===== src/rtl/barrel_pkg.sv =====
package barrel_pkg;
   typedef enum logic [1:0] {
      STK_HOLD = 2'b00,
      STK_PUSH = 2'b01,
      STK_POP  = 2'b10,
      STK_SWAP = 2'b11
   } stk_op_e;

   function automatic stk_op_e stk_decode(input logic push, input logic pop);
      return stk_op_e'({pop, push});
   endfunction
endpackage


===== src/rtl/barrel_slot_ring.sv =====
module barrel_slot_ring #(
   parameter int NCTX = 4,
   localparam int CW = $clog2(NCTX)
) (
   input  logic          clk,
   input  logic          rst_n,
   output logic [CW-1:0] ctx_o
);
   always_ff @(posedge clk or negedge rst_n) begin
      if (!rst_n) ctx_o <= '0;
      else        ctx_o <= ctx_o + 1'b1;
   end
endmodule


===== src/rtl/barrel_stack_bank.sv =====
module barrel_stack_bank
   import barrel_pkg::*;
#(
   parameter int W     = 16,
   parameter int DEPTH = 8,
   parameter int NCTX  = 4,
   localparam int CW = $clog2(NCTX),
   localparam int PW = $clog2(DEPTH),
   localparam int DW = PW + 1
) (
   input  logic            clk,
   input  logic            rst_n,
   input  logic [CW-1:0]   ctx_i,
   input  logic            push_i,
   input  logic            pop_i,
   input  logic [W-1:0]    din_i,
   input  logic [NCTX-1:0] clr_i,
   output logic [W-1:0]    tos_o,
   output logic [DW-1:0]   depth_o
);
   if (DEPTH < 2 || DEPTH != 2**PW) begin : g_bad_depth
      $error("stack depth must be a power of two of at least 2");
   end

   logic [W-1:0]  mem [NCTX][DEPTH];
   logic [DW-1:0] sp  [NCTX];
   logic [DW-1:0] cur;
   logic          full, empty;
   stk_op_e       op;

   always_comb begin
      op      = stk_decode(push_i, pop_i);
      cur     = sp[ctx_i];
      full    = (cur == DW'(DEPTH));
      empty   = (cur == '0);
      depth_o = cur;
      tos_o   = empty ? '0 : mem[ctx_i][PW'(cur - 1'b1)];
   end

   for (genvar g = 0; g < NCTX; g++) begin : g_sp
      always_ff @(posedge clk or negedge rst_n) begin
         if (!rst_n)                   sp[g] <= '0;
         else if (clr_i[g])            sp[g] <= '0;
         else if (ctx_i == CW'(g)) begin
            if (op == STK_PUSH && !full)      sp[g] <= sp[g] + 1'b1;
            else if (op == STK_POP && !empty) sp[g] <= sp[g] - 1'b1;
         end
      end
   end

   always_ff @(posedge clk) begin
      if (op == STK_PUSH && !full)       mem[ctx_i][PW'(cur)]        <= din_i;
      else if (op == STK_SWAP && !empty) mem[ctx_i][PW'(cur - 1'b1)] <= din_i;
   end
endmodule


===== src/rtl/barrel_dispatch.sv =====
module barrel_dispatch #(
   parameter int NCTX  = 4,
   parameter int W     = 16,
   parameter int PC_W  = 12,
   parameter int IO_AW = 4,
   localparam int CW = $clog2(NCTX),
   localparam int RST_ADDR = 2**IO_AW - 1
) (
   input  logic             clk,
   input  logic             rst_n,
   input  logic [CW-1:0]    ctx_i,
   input  logic             we_i,
   input  logic [IO_AW-1:0] addr_i,
   input  logic [W-1:0]     wdata_i,
   output logic [W-1:0]     rdata_o,
   output logic [NCTX-1:0]  ctx_rst_o,
   output logic [NCTX*PC_W-1:0] xa_flat_o
);
   if (NCTX >= RST_ADDR || NCTX > W || PC_W > W) begin : g_bad_map
      $error("dispatch map does not fit the address or data width");
   end

   logic [PC_W-1:0] xa [NCTX];
   logic            owner_wr;
   logic            unused_hi;

   assign owner_wr  = we_i && (ctx_i == '0);
   assign unused_hi = ^wdata_i;
   assign xa[0]     = '0;
   assign ctx_rst_o[0] = 1'b0;
   assign xa_flat_o[PC_W-1:0] = xa[0];

   for (genvar g = 1; g < NCTX; g++) begin : g_xa
      always_ff @(posedge clk or negedge rst_n) begin
         if (!rst_n)                                  xa[g] <= '0;
         else if (owner_wr && addr_i == IO_AW'(g))    xa[g] <= wdata_i[PC_W-1:0];
      end
      assign ctx_rst_o[g] = owner_wr && (addr_i == IO_AW'(RST_ADDR)) && wdata_i[g];
      assign xa_flat_o[g*PC_W +: PC_W] = xa[g];
   end

   always_comb begin
      if (addr_i == '0)                  rdata_o = W'(xa[ctx_i]);
      else if (addr_i < IO_AW'(NCTX))    rdata_o = W'(xa[addr_i[CW-1:0]]);
      else                               rdata_o = '0;
   end
endmodule


===== src/rtl/barrel_sched.sv =====
module barrel_sched #(
   parameter int NCTX  = 4,
   parameter int W     = 16,
   parameter int PC_W  = 12,
   parameter int DEPTH = 8,
   parameter int IO_AW = 4,
   localparam int CW = $clog2(NCTX),
   localparam int DW = $clog2(DEPTH) + 1
) (
   input  logic             clk,
   input  logic             rst_n,
   output logic [CW-1:0]    ctx_o,
   output logic [PC_W-1:0]  pc_o,
   input  logic             pc_we_i,
   input  logic [PC_W-1:0]  pc_next_i,
   input  logic             ds_push_i,
   input  logic             ds_pop_i,
   input  logic [W-1:0]     ds_din_i,
   output logic [W-1:0]     ds_tos_o,
   output logic [DW-1:0]    ds_depth_o,
   input  logic             rs_push_i,
   input  logic             rs_pop_i,
   input  logic [W-1:0]     rs_din_i,
   output logic [W-1:0]     rs_tos_o,
   output logic [DW-1:0]    rs_depth_o,
   input  logic             io_we_i,
   input  logic [IO_AW-1:0] io_addr_i,
   input  logic [W-1:0]     io_wdata_i,
   output logic [W-1:0]     io_rdata_o
);
   if (NCTX < 2 || NCTX != 2**CW) begin : g_bad_nctx
      $error("context count must be a power of two of at least 2");
   end

   logic [NCTX-1:0]      ctx_rst;
   logic [NCTX*PC_W-1:0] xa_flat;
   logic [PC_W-1:0]      pc_q [NCTX];

   barrel_slot_ring #(.NCTX(NCTX)) u_ring (
      .clk(clk), .rst_n(rst_n), .ctx_o(ctx_o)
   );

   for (genvar g = 0; g < NCTX; g++) begin : g_pc
      always_ff @(posedge clk or negedge rst_n) begin
         if (!rst_n)                               pc_q[g] <= '0;
         else if (ctx_rst[g])                      pc_q[g] <= '0;
         else if (pc_we_i && ctx_o == CW'(g))      pc_q[g] <= pc_next_i;
      end
   end
   assign pc_o = pc_q[ctx_o];

   barrel_stack_bank #(.W(W), .DEPTH(DEPTH), .NCTX(NCTX)) u_dstk (
      .clk(clk), .rst_n(rst_n), .ctx_i(ctx_o),
      .push_i(ds_push_i), .pop_i(ds_pop_i), .din_i(ds_din_i),
      .clr_i(ctx_rst), .tos_o(ds_tos_o), .depth_o(ds_depth_o)
   );

   barrel_stack_bank #(.W(W), .DEPTH(DEPTH), .NCTX(NCTX)) u_rstk (
      .clk(clk), .rst_n(rst_n), .ctx_i(ctx_o),
      .push_i(rs_push_i), .pop_i(rs_pop_i), .din_i(rs_din_i),
      .clr_i(ctx_rst), .tos_o(rs_tos_o), .depth_o(rs_depth_o)
   );

   barrel_dispatch #(.NCTX(NCTX), .W(W), .PC_W(PC_W), .IO_AW(IO_AW)) u_disp (
      .clk(clk), .rst_n(rst_n), .ctx_i(ctx_o),
      .we_i(io_we_i), .addr_i(io_addr_i), .wdata_i(io_wdata_i),
      .rdata_o(io_rdata_o), .ctx_rst_o(ctx_rst), .xa_flat_o(xa_flat)
   );
endmodule


===== config.mk =====
export PLATFORM = sky130hd
export DESIGN_NAME = barrel_sched
export DESIGN_NICKNAME = d
export VERILOG_FILES = /design/src/rtl/barrel_pkg.sv /design/src/rtl/barrel_slot_ring.sv /design/src/rtl/barrel_stack_bank.sv /design/src/rtl/barrel_dispatch.sv /design/src/rtl/barrel_sched.sv
export SDC_FILE = /design/constraint.sdc
export NUM_CORES = 1
export LEC_CHECK = 0
export BUFFER_PORTS_ARGS = -buffer_cell sky130_fd_sc_hd__buf_2
export CORE_MARGIN = 4
export CORE_UTILIZATION = 55
export DETAILED_ROUTE_END_ITERATION = 12
export MAX_ROUTING_LAYER = met4
export PLACE_DENSITY_LB_ADDON = 0.05
export SLEW_MARGIN = 20
export SYNTH_ARGS = -nofsm -noshare
export SYNTH_HDL_FRONTEND = slang
export SYNTH_SLANG_ARGS = --single-unit

===== constraint.sdc =====
create_clock -name clk -period 5.46 [get_ports clk]
set_clock_uncertainty 0.05 [all_clocks]
set_input_delay 0.546 -clock clk [delete_from_list [all_inputs] [get_ports clk]]
set_output_delay 0.546 -clock clk [all_outputs]
set_load 0.03 [all_outputs]

==> impl_results.md <==
* Synth area leader: edfxtp_1
* Most instantiated library cell after synthesis: edfxtp_1
* Core area at 83,600 sq um
* Type of the worst setup path: reg -> out
* F_max at about 0.19 GHz
* Hold/Removal Path Class: in -> reg
* Initial cell density of the core at between 50% and 60%
* Clock Path Buffers at 3
* Warnings from Yosys at 0
* GP Congestion at 0.822
* HPWL after detailed placement at slightly above 60,000 um
* TritonRoute pass-1 iters at 5
* H-tree lvl count at 3
* Most used cell, CP: a21oi_1
* Utilization after layout at 62.5%
* CTS root buf: clkbuf_16
* Fillers at slightly below 6,000
* Relative slew slack at 24.0%
* Via count at 23,701
* Antenna viol nets, final at 0
* Gr usage total at approximately a quarter
* Logic pwr share at between 20% and 30%
* Final period utilization at ~94%
* Slowest CP cell: mux4_2
* Worst EP arrival at about 4500 ps
* DRT iter0 DRCs at between 2,000 and 2,500
* Largest net degree at the start of global routing at 155
* Die Ht at slightly below 300 um
* Sequential-to-total area share from yosys stat at 72.8%
* Final min period at between 5000 and 6000 ps
* Synth top area cells: edfxtp_1 (66%), mux4_2 (14%), dfrtp_1 (6.4%), mux2i_1 (2.3%), mux2_2 (1.3%)
* Clock slew at reported path FFs at roughly 60 ps
* Crit-path cells: buf_4 -> mux4_2 -> clkinv_1 -> ha_1 -> xor2_4 -> buf_12 -> a21oi_1 -> o21ai_0 -> a21oi_1 -> buf_2
* Critical Path Start Type: register
* Worst Setup End Kind: primary output
* Power per cell area at around 450 nW/um^2
* Vias in the first global route at 24,285
* Wire per inst at around 28 um
* Switching power at between 7 and 8 mW
* Num Clock Sinks at between 1,000 and 1,500
* Synth top cells by count: edfxtp_1 (1,024), mux4_2 (279), nand2_1 (155), dfrtp_1 (118), a21oi_1 (109)
* Clk Latency, worst-skew pair at slightly below 700 ps
* Post-synth top flop: edfxtp_1
* Ratio of cells with drive above 1 in the final layout at 27.2%
* Internal power at 16.4 mW
* Delay-heaviest family, CP: compound AO/OA/AOI/OAI gates
* Cells after synthesis at roughly 2,400
* Slew Limit Fails at 0
* Wire length of the first global-routing pass at roughly 160,000 um
* Residual DRC at 0
* Crit Path Max Fanout at 51
* Max VDD drop at a little under 400 uV
* Max cap viols at 0
* Final #Nets at around 2,700
* Synthesis-to-finish area growth at 12.8%
* Reg power frac at 43.4%
* Syn Area/Cell at 19.2 sq um
* Worst slew pin tran at 1140 ps
* RSZ-0062 raised after global routing: false
* Clock power share at between 30% and 40%
* Post-synth EDFFs at roughly 1,000
* WP data required at ~4900 ps
* Vias/cell at slightly above 6
* Gr ovfl total at 0
* Net Sw Frac at ~31%
* Post-Syn Area at 46,300 sq um
* Slowest stage delay, CP at roughly 600 ps
* # rows at approximately 110
* IO Port Bufs at about 130
* CTS tree: yes
* Yosys reg bits at roughly 1,100
* Initial antenna violation count at 3
* CTS Buf Count at between 100 and 150
* Setup Viol. Count Final at 0
* Num ports at about 140
* Synth async-reset ratio at slightly above 10%
* Share of Yosys cell area claimed by the top area cell type at 66.4%
* Die area at roughly 89,000 sq um
* Setup TNS at 0 ps
* Final hold vios at 0
* P_leak at roughly 18 nW
* Post-CTS sizing at 0
* Yosys cell types at approximately 50
* Crit path buf inv count at 4
* Chip width at ~300 um
* DRT Wirelength at 106,000 um
* Status: complete, no violations
[power by group through the flow]
stage / sequential, mW / combinational, mW / clock [mW]
6_report: 10.3 / 5.74 / 7.65
5_1_grt: 10.3 / 6.06 / 8.19
4_1_cts: 10.3 / 5.68 / 7.81
3_5_place_dp: 10.5 / 5.66 / 0
3_3_place_gp: 10.4 / 5.57 / 0
2_1_floorplan: 10.4 / 3.51 / 0
[registers in the layout, summed over array words and instances (netlist names)]
name              cells
u_dstk.sp            16
pc_q                 48
u_ring.ctx_o          2
u_rstk.sp            16
u_rstk.mem          512
u_dstk.mem          512
u_disp.xa_flat_o     36
[timing repair]
item | CTS | global route
buffers inserted | 0 | 10
endpoints found under the setup margin | 0 | 1
hold endpoints to repair | 63 | 0
hold buffers | 1 | 0
[path summary, 6_finish.rpt]
kind	depth (start not counted)	end	slack (ps)	from
worst min register to register	1	u_dstk.sp[15]$_DFFE_PN0P_	430	u_dstk.sp[15]$_DFFE_PN0P_
worst max-delay path	10	rs_tos_o[10]	330	u_ring.ctx_o[0]$_DFF_PN0_
min in group asynchronous	2	pc_q[0]$_DFFE_PN0P_	490	rst_n
worst max register to register	10	u_dstk.sp[3]$_DFFE_PN0P_	910	u_ring.ctx_o[1]$_DFF_PN0_
max in group asynchronous	3	pc_q[31]$_DFFE_PN0P_	3600	rst_n
worst min-delay path	3	pc_q[22]$_DFFE_PN0P_	80	pc_next_i[10]
[layer usage]
| layer | part of all wire (%) | up-vias | global-route usage, % | wire length (um) |
|---|---|---|---|---|
| li1 | - | 10144 | - | - |
| met1 | 43 | 12485 | 36.1 | 45600 |
| met2 | 48 | 879 | 37.6 | 50700 |
| met3 | 6.6 | 193 | 3.41 | 7040 |
| met4 | 2.9 | 0 | 7.04 | 3140 |
| met5 | 0 | - | - | 0 |
[stage by stage]
stage               instance area, sq um  hold WS (ps)  worst slack (ps)  power, mW  instances
floorplan                          46300           200              1210       13.9       2414
global placement                   48500           415               875       16.0       3573
detailed placement                 48500           412               831       16.1       3573
CTS                                52200          33.8              67.8       23.8       3791
global route                       52200          54.8               163       24.6       3804
finish                             52300          76.0               326       23.7       3805
[worst register-to-register path: cells and delay by family, from the launching register on]
kind	cells	cell delay, ps
buffers and inverters	1	860
adders and majority gates	1	430
and+or+nand+nor	3	1380
AOI/OAI and AO/OA	4	730
DFF	1	510
muxes	1	500
[final cells by class]
class / instances / area [sq um] / share of cell area, %
diodes: 4 / 10.0 / 0.0192
well taps: 1080 / 1350 / 2.59
flip-flops and latches: 1142 / 33700 / 64.5
repair buffers: 234 / 1480 / 2.83
clock buffers: 156 / 3150 / 6.02
multi-input cells: 1100 / 11900 / 22.8
inverters: 28 / 105 / 0.201
clock inverters: 61 / 557 / 1.07
[cells by family (layout without fill, tap and decap cells)]
group | Yosys count | count (layout) | synth area share, %
flip-flops | 1142 | 1142 | 72.8
adder cells (fa/ha/maj) | 30 | 30 | 0.940
other | 1 | 8 | 0.00810
buffers and inverters | 172 | 479 | 1.64
XOR/XNOR | 20 | 20 | 0.394
AO/OA/AOI/OAI | 262 | 262 | 3.69
multiplexers | 437 | 437 | 17.1
AND/OR/NAND/NOR | 347 | 347 | 3.44
[cells in the final DEF, fill, tap and decap left out, types with 15 or more instances in the layout]
cell type / instances
mux2_2: 52
buf_4: 97
nand2_1: 155
a21oi_1: 109
o22a_1: 16
clkbuf_1: 33
clkinv_1: 23
a211oi_1: 18
nor2_1: 77
edfxtp_1: 1024
inv_1: 26
and2_1: 22
clkbuf_16: 118
nand2b_1: 37
clkinv_2: 22
dfrtp_1: 116
o21ai_0: 36
mux2i_1: 106
ha_1: 22
a21o_1: 15
mux4_2: 279
buf_2: 132
Note: power is estimated with default switching activity, not from simulation.
